<file path="src/rtl/ras_pkg.sv">
package ras_pkg;
    parameter int RAS_DEPTH = 4;
    parameter int RAS_AW    = 32;
    localparam int RAS_PW   = $clog2(RAS_DEPTH);
    localparam int RAS_CW   = $clog2(RAS_DEPTH + 1);
    localparam int RAS_KW   = RAS_CW + RAS_PW;

    typedef struct packed {
        logic [RAS_CW-1:0] cnt;
        logic [RAS_PW-1:0] top;
    } ras_pos_t;
endpackage

</file>
<file path="src/rtl/ras_classify.sv">
module ras_classify (
    input  logic       dec_valid,
    input  logic       dec_call,
    input  logic       dec_ld_pc,
    input  logic       dec_bx,
    input  logic [3:0] dec_reg,
    output logic       push_req,
    output logic       pop_req
);
    localparam logic [3:0] SP_REG = 4'd13;
    localparam logic [3:0] PC_REG = 4'd15;

    logic ld_ret;
    logic bx_ret;

    always_comb begin
        ld_ret   = dec_ld_pc && (dec_reg == SP_REG);
        bx_ret   = dec_bx && (dec_reg != PC_REG);
        push_req = dec_valid && dec_call;
        pop_req  = dec_valid && !dec_call && (ld_ret || bx_ret);
    end
endmodule

</file>
<file path="src/rtl/ras_entries.sv">
module ras_entries #(
    parameter int DEPTH = 4,
    parameter int AW    = 32,
    localparam int PW   = $clog2(DEPTH)
) (
    input  logic          clk,
    input  logic          rst_n,
    input  logic          wr_en,
    input  logic [PW-1:0] wr_idx,
    input  logic [AW-1:0] wr_data,
    input  logic [PW-1:0] rd_idx,
    output logic [AW-1:0] rd_data
);
    logic [AW-1:0] slot_q [DEPTH];

    for (genvar g = 0; g < DEPTH; g++) begin : g_slot
        logic [AW-1:0] slot_d;
        always_comb begin
            slot_d = slot_q[g];
            if (wr_en && (wr_idx == PW'(g))) slot_d = wr_data;
        end
        always_ff @(posedge clk or negedge rst_n) begin
            if (!rst_n) slot_q[g] <= '0;
            else        slot_q[g] <= slot_d;
        end
    end

    assign rd_data = slot_q[rd_idx];
endmodule

</file>
<file path="src/rtl/ras_verify.sv">
module ras_verify #(
    parameter int AW = 32
) (
    input  logic          chk_valid,
    input  logic          chk_pred_valid,
    input  logic [AW-1:0] chk_pred_target,
    input  logic [AW-1:0] chk_actual_target,
    output logic          mispredict
);
    always_comb begin
        mispredict = chk_valid &&
                     (!chk_pred_valid || (chk_pred_target != chk_actual_target));
    end
endmodule

</file>
<file path="src/rtl/ras_predictor.sv">
module ras_predictor
    import ras_pkg::*;
(
    input  logic              clk,
    input  logic              rst_n,
    input  logic              dec_valid,
    input  logic              dec_call,
    input  logic              dec_ld_pc,
    input  logic              dec_bx,
    input  logic [3:0]        dec_reg,
    input  logic [RAS_AW-1:0] dec_ret_addr,
    output logic              pred_valid,
    output logic [RAS_AW-1:0] pred_target,
    output logic [RAS_KW-1:0] pred_ckpt,
    input  logic              fail_valid,
    input  logic [RAS_KW-1:0] fail_ckpt,
    input  logic              flush_valid,
    input  logic [RAS_KW-1:0] flush_ckpt,
    input  logic              chk_valid,
    input  logic              chk_pred_valid,
    input  logic [RAS_AW-1:0] chk_pred_target,
    input  logic [RAS_AW-1:0] chk_actual_target,
    output logic              mispredict
);
    localparam logic [RAS_CW-1:0] FULL = RAS_CW'(RAS_DEPTH);

    ras_pos_t pos_d, pos_q;
    logic push_req, pop_req;
    logic wr_en;
    logic [RAS_PW-1:0] wr_idx;
    logic [RAS_AW-1:0] rd_data;

    ras_classify u_class (
        .dec_valid (dec_valid),
        .dec_call  (dec_call),
        .dec_ld_pc (dec_ld_pc),
        .dec_bx    (dec_bx),
        .dec_reg   (dec_reg),
        .push_req  (push_req),
        .pop_req   (pop_req)
    );

    ras_entries #(.DEPTH(RAS_DEPTH), .AW(RAS_AW)) u_entries (
        .clk     (clk),
        .rst_n   (rst_n),
        .wr_en   (wr_en),
        .wr_idx  (wr_idx),
        .wr_data (dec_ret_addr),
        .rd_idx  (pos_q.top),
        .rd_data (rd_data)
    );

    ras_verify #(.AW(RAS_AW)) u_verify (
        .chk_valid         (chk_valid),
        .chk_pred_valid    (chk_pred_valid),
        .chk_pred_target   (chk_pred_target),
        .chk_actual_target (chk_actual_target),
        .mispredict        (mispredict)
    );

    always_comb begin
        pos_d  = pos_q;
        wr_en  = 1'b0;
        wr_idx = pos_q.top + 1'b1;
        if (flush_valid) begin
            pos_d = ras_pos_t'(flush_ckpt);
        end else if (fail_valid) begin
            pos_d = ras_pos_t'(fail_ckpt);
        end else if (push_req) begin
            wr_en     = 1'b1;
            pos_d.top = wr_idx;
            if (pos_q.cnt != FULL) pos_d.cnt = pos_q.cnt + 1'b1;
        end else if (pop_req && (pos_q.cnt != '0)) begin
            pos_d.top = pos_q.top - 1'b1;
            pos_d.cnt = pos_q.cnt - 1'b1;
        end
    end

    always_ff @(posedge clk or negedge rst_n) begin
        if (!rst_n) pos_q <= '0;
        else        pos_q <= pos_d;
    end

    assign pred_valid  = pop_req && (pos_q.cnt != '0);
    assign pred_target = rd_data;
    assign pred_ckpt   = pos_q;
endmodule

</file>
<file path="config.mk">
export PLATFORM = sky130hd
export DESIGN_NAME = ras_predictor
export DESIGN_NICKNAME = d
export VERILOG_FILES = /design/src/rtl/ras_pkg.sv /design/src/rtl/ras_classify.sv /design/src/rtl/ras_entries.sv /design/src/rtl/ras_verify.sv /design/src/rtl/ras_predictor.sv
export SDC_FILE = /design/constraint.sdc
export NUM_CORES = 1
export LEC_CHECK = 0
export BUFFER_PORTS_ARGS = -buffer_cell sky130_fd_sc_hd__clkbuf_2
export CORE_UTILIZATION = 24
export DETAILED_ROUTE_END_ITERATION = 8
export PLACE_DENSITY = 0.38
export SLEW_MARGIN = 20
export SYNTH_ARGS = -nofsm -noshare
export SYNTH_HDL_FRONTEND = slang
export SYNTH_SLANG_ARGS = --single-unit
</file>
<file path="constraint.sdc">
create_clock -name clk -period 2.2 [get_ports clk]
set_input_delay 0.44 -clock clk [delete_from_list [all_inputs] [get_ports clk]]
set_output_delay 0.44 -clock clk [all_outputs]
set_load 0.005 [all_outputs]
</file>
==> flow_summary.ini, run 1 <==
[outcome]
outcome = finished with violations
failed_checks = setup timing

[floorplanning]
rows = 59
die_w_um = 164.9
core-area_mm2 = 0.02606
dieArea_mm2 = 0.02720
die_h_um = 164.9
start_util_pct = 24.44
pin_count = 159

[clocking]
clockBufferDepth = 2
clk_latency_ps = 420
htreeDepth = 4
clkTransAtPathRegs_ps = 60
numCtsBuffers = 17
cts_sinks = 133
clockRootBuffer = clkbuf_16
cts_tree = built

[worst_setup_path]
cp.arrival_ps = 1780
path_max_fanout = 7
critPathKind = register to primary output
required_ps = 1760
end_kind = primary output
start_kind = register
reg2reg_slack_ps = 180

[synthesis]
synthCells = 408
syn_area_mm2 = 0.006370
ys_warn_count = 0
yosysUniqueCellTypes = 31
synth_top_area_cell = dfrtp_1
syn_avg_cell_area_um2 = 15.61
synth_seq_cells = 133
synthTopCellsByArea = dfrtp_1 52%, mux2_2 23%, mux4_2 11%
synth_top_area_share_pct = 52.25
yosysSeqAreaShare_pct = 52.25
synth_nets = 533

[routing]
firstDrtPassIters = 4
routed_via_density = 4.440
drt_iter0_drc = 139
drc = 0
num_vias = 4160
drt_wl_total_mm = 16.27
wl_per_cell_um = 17.36
antenna_left = 0

[timing]
period_needed_ps = 2218
maxSlewViolCount = 0
finalHoldViolations = 0
finalCritPeriodShare_pct = 100.8
fmax_mhz = 450.9
rsz0062_at_grt = true
relSlewSlack_pct = 70.02
fin_skew_ps = 9.782
setup_ws_ps = -17.92
setup_violations = 2
worst_pin_slew_ps = 449.7

[global_routing]
grt-ovfl-total = 0
grt_max_degree = 49
gr-usage-met1_pct = 15.56
grt.busiest_layer = met2
gr-usage-met3_pct = 3.089
grt_pass1_wl_mm = 25.52
gr-usage-met2_pct = 21.87
antenna_found_initial = 0
grt_pass1_vias = 4605
grt_usage_pct = 12.69

[worst_hold_path]
hold_path_class = input pin to register

[placement]
placement.io_buffers = 158
dp_hpwl_mm = 11.15
gp_congestion = 0.7243
placed_cells = 899
post_dp_cell_area_mm2 = 0.007630

[cells_and_area]
n_antenna_cell = 0
area_growth_pct = 31.23
final_layout_size_suffix_gt1_share_pct = 63.95
design_area_mm2 = 0.008359
utilization_pct = 32.08
fin_cells = 937
nNetsFinal = 714

[pwr]
p_leak_nw = 3.905
ir_drop_mv = 0.5170
power.density_mw_per_mm2 = 978.0

[job]
drv_cap = 0
[state kept, by name, summed over array words and instances, names as in the netlist]
| signal | cells |
|---|---|
| pred_ckpt | 5 |
| u_entries.slot_q | 128 |
[per-stage QoR]
step           power [W]  hold WS, ps  setup WS (ps)  setup TNS (ps)
2_1_floorplan   0.004590        144.4          184.8               0
3_3_place_gp    0.005303        406.3         -76.49          -76.49
3_5_place_dp    0.005390        403.8         -112.4          -112.4
4_1_cts         0.008318        266.9         -53.36          -597.0
5_1_grt         0.008694        285.8         -84.24           -1411
6_report        0.008175        289.5         -17.92          -23.36
[cells in the final DEF (no fill, tap or decap), types with 2 or more instances in the layout]
master      synthesis  routed
clkbuf_2            0     156
dfrtp_1           133     131
mux2_2            128     128
mux4_2             32      32
xnor2_1            30      27
clkbuf_16           0      18
buf_4               0      15
nand4_1             7       7
o21ai_0             7       7
nand2_1            10       6
a21oi_1             6       6
xor2_1              5       5
inv_6               0       5
buf_12              0       5
nand2_2             0       4
ha_1                4       4
inv_8               0       4
xnor2_2             0       3
o211ai_1            3       3
clkinv_4            0       3
buf_6              12       3
inv_1               2       2
nor4_1              3       2
mux2i_1             2       2
nand3b_1            2       2
clkinvlp_4          0       2
buf_16              0       2
dfrtp_2             0       2
[metal layers]
layer / part of all wire, % / routed length (um)
met1: 44 / 7168
met2: 50 / 8162
met3: 4.5 / 734
met4: 1.2 / 201
met5: 0 / 0
[what timing repair did]
item | CTS | global route
hold endpoints to repair | 43 | 0
resized for setup | 4 | 4
pin swaps | 4 | 3
setup endpoints to repair | 32 | 28
hold buffers | 1 | 0
cloned | 1 | 1
setup buffers | 3 | 0
[final timing paths]
kind                                           start                    end  cells past startpoint
worst max-delay path                    pred_ckpt[0]        pred_target[29]                      4
worst min-delay path                   flush_ckpt[1]           pred_ckpt[1]                      3
worst max register to register          pred_ckpt[0]   u_entries.slot_q[19]                      8
worst min register to register  u_entries.slot_q[47]   u_entries.slot_q[47]                      1
max in group asynchronous                      rst_n   u_entries.slot_q[90]                      3
min in group asynchronous                      rst_n  u_entries.slot_q[100]                      2
[synth_stat cells]
master,n
o211ai_1,3
dfrtp_1,133
a2111o_1,1
o41a_1,1
a41oi_1,1
and4_1,1
o21ai_0,7
mux4_2,32
nand2_1,10
nand4_1,7
nand3_1,1
nor4_1,3
clkinv_1,1
nand2b_1,1
ha_1,4
mux2_2,128
nor3_1,1
nand3b_1,2
mux2i_1,2
nor3b_1,1
inv_1,2
a21oi_1,6
buf_6,12
nor3_4,1
xor2_1,5
a2111oi_0,1
xnor2_1,30
fa_1,1
buf_2,4
clkbuf_1,5
o22ai_1,1
[power by group]
part | switching, W | total, W | internal (W)
sequential | 0.000318 | 0.00344 | 0.00312
clock | 0.00121 | 0.00282 | 0.00161
combinational | 0.000694 | 0.00191 | 0.00122
[cells by family (layout without fill, tap and decap cells)]
| kind of cell | Yosys count | count (layout) | synth area share [%] |
|---|---|---|---|
| and+or+nand+nor | 28 | 28 | 2.573 |
| AOI/OAI and AO/OA | 21 | 21 | 2.102 |
| xor gates and xnor gates | 35 | 35 | 4.812 |
| DFF | 133 | 133 | 52.25 |
| muxes | 162 | 162 | 34.26 |
| buffers and inverters | 24 | 218 | 2.907 |
| adders and majority gates | 5 | 5 | 1.100 |
[final cells by class]
class	count	area, um^2
Fill cell	2618	17700
Sequential cell	133	3331
Multi-Input combinational cell	251	2895
Timing Repair Buffer	183	1117
Clock buffer	17	425.4
Tap cell	335	419.2
Clock inverter	15	160.2
Inverter	3	11.26
[critical path, cell delays in order, from the launching register on]
cell and delay (ps):
dfrtp_2 370, buf_12 150, buf_12 150, mux4_2 540
clkbuf_2 140
No activity file was read; power rests on OpenSTA's default activity.
==> run 2, diff against run 1 <==
--- a/config.mk
+++ b/config.mk
@@ -6,9 +6,10 @@
 export NUM_CORES = 1
 export LEC_CHECK = 0
 export BUFFER_PORTS_ARGS = -buffer_cell sky130_fd_sc_hd__clkbuf_2
-export CORE_UTILIZATION = 24
+export CORE_UTILIZATION = 54
 export DETAILED_ROUTE_END_ITERATION = 8
-export PLACE_DENSITY = 0.38
+export MAX_ROUTING_LAYER = met4
+export PLACE_DENSITY = 0.77
 export SLEW_MARGIN = 20
 export SYNTH_ARGS = -nofsm -noshare
 export SYNTH_HDL_FRONTEND = slang
==> run 2 against run 1 <==
The run now ends clean. Routed wire length fell by 22%. Setup slack better by 69 ps. Maximum frequency up 3.2%. Die area decreased by 55%. Register-to-register slack better by 250 ps. Combinational power is 5% lower. First-iteration DRC count grew 22%. Count of clock-buffer cells in the layout is 6 higher. Via count is 1.9% lower. Worst hold slack better by 18 ps. Critical endpoint is now pred_target[26]. Largest cell class unchanged.
==> flow_summary.ini, run 2 (synthesized netlist as in run 1, its figures left out) <==
[floorplanning]
core-area_mm2 = 0.01147
start_util_pct = 55.55
die_h_um = 110.6
die_w_um = 110.6
rows = 39
pin_count = 159
dieArea_mm2 = 0.01223

[routing]
drc = 0
routed_via_density = 5.543
wl_per_cell_um = 17.34
firstDrtPassIters = 6
drt_iter0_drc = 170
num_vias = 4080
antenna_left = 0
drt_wl_total_mm = 12.76

[global_routing]
grt_pass1_vias = 4423
grt_usage_pct = 23.17
grt-ovfl-total = 0
antenna_found_initial = 0
grt_pass1_wl_mm = 21.61
grt_max_degree = 54

[timing]
rsz0062_at_grt = true
timing.hold.ws_ps = 307.6
period_needed_ps = 2149
setup_violations = 0
worst_pin_slew_ps = 402.2
finalCritPeriodShare_pct = 97.70
fin_skew_ps = 9.350
relSlewSlack_pct = 72.49
maxSlewViolCount = 0
finalHoldViolations = 0
fin_setup_tns_ps = 0
fmax_mhz = 465.2

[worst_setup_path]
start_kind = register
crit_chain = buf_4, mux4_2, clkbuf_2
critPathKind = register to primary output
path_buf_inv = 2
end_kind = primary output
critPathTopFamily = flip-flops
cp.arrival_ps = 1710
slowest_delay_ps = 510
path_max_fanout = 12
worst_path_max_delay_cell = dfrtp_2
required_ps = 1760

[cells_and_area]
n_antenna_cell = 0
largest_reg_flops = 128
regMostFlops = u_entries.slot_q
utilization_pct = 69.79
layout_commonest_cell = clkbuf_2
area_growth_pct = 25.63
final_layout_size_suffix_gt1_share_pct = 62.56
nNetsFinal = 705
fin_cells = 736
final_cell_mix = 157 x clkbuf_2, 131 x dfrtp_1, 128 x mux2_2

[job]
drv_cap = 0

[pwr]
intPower_w = 0.006220
power.total_w = 0.008184
swShare_pct = 24.00
power_frac_clock_pct = 35.4
seqPwrFrac_pct = 42.4
p_leak_nw = 3.841
p_switching_w = 0.001964
power.density_mw_per_mm2 = 1023
combPwrFrac_pct = 22.2
ir_drop_mv = 0.8014

[placement]
dp_hpwl_mm = 8.697
placement.io_buffers = 158
gp_congestion = 0.7726
placed_cells = 703

[clocking]
htreeDepth = 4
cts_sinks = 133
cts_tree = built
clk_latency_ps = 400
clockRootBuffer = clkbuf_16
numCtsBuffers = 17
clockBufferDepth = 2
clkTransAtPathRegs_ps = 60

[worst_hold_path]
hold_path_class = input pin to register

[outcome]
outcome = finished clean
[run 2: changes by cell type in the layout (fill, tap and decap cells not counted), sizes merged]
cell	previous run	this run
buf	25	16
inv	11	2
clkbuf	174	180
bufinv	1	4
clkinv	4	5
clkinvlp	2	1
[run 2: final cells by class]
type | count | area [um^2]
Clock buffer | 23 | 457.9
Clock inverter | 9 | 151.4
Fill cell | 810 | 3465
Inverter | 3 | 11.26
Multi-Input combinational cell | 251 | 2894
Sequential cell | 133 | 3331
Tap cell | 143 | 178.9
Timing Repair Buffer | 174 | 978.4
[run 2: worst paths after layout]
check | startpoint | slack, ps | to | cells past startpoint
min in group asynchronous | rst_n | 520 | u_entries.slot_q[101] | 2
min | flush_ckpt[1] | 310 | pred_ckpt[1] | 3
max reg2reg | pred_ckpt[0] | 430 | u_entries.slot_q[81] | 6
max | pred_ckpt[1] | 50 | pred_target[26] | 3
max in group asynchronous | rst_n | 1040 | pred_ckpt[1] | 3
min reg2reg | u_entries.slot_q[12] | 500 | u_entries.slot_q[12] | 1
[run 2: power groups by stage]
stage	registers (W)	clock network, W	logic (W)
3_3_place_gp	0.00344	0	0.00177
6_report	0.00347	0.00290	0.00181
5_1_grt	0.00355	0.00307	0.00198
4_1_cts	0.00347	0.00295	0.00184
3_5_place_dp	0.00350	0	0.00182
2_1_floorplan	0.00337	0	0.00122
[run 2: metal layers]
layer	share of wire, %	track usage, %	up-vias	wire length (um)
met1	43	29.45	2068	5534
met2	52	38.22	122	6609
met3	3.8	4.610	10	491
li1	-	-	1880	-
met4	1.0	6.222	0	129
met5	0	-	-	0
[run 2: repair_timing]
action	CTS	global route
setup endpoints to repair	1	4
pin swaps	1	5
endpoints found under the hold margin	29	0
resized for setup	0	4
hold buffers	1	0
setup buffers	0	0
[run 2: worst register-to-register path, stage by stage, from the launching register on]
cell and delay (ps):
dfrtp_2 410, buf_12 200, inv_1 90, ha_1 210, nand2_2 60, buf_4 280, mux2_2 390
[run 2: stage by stage]
stage / worst slack [ps] / cell area, um^2
finish: 50.58 / 8003
global route: -27.97 / 8003
CTS: 19.92 / 7975
detailed placement: -10.30 / 7356
global placement: -7.116 / 7356
floorplan: 184.8 / 6370
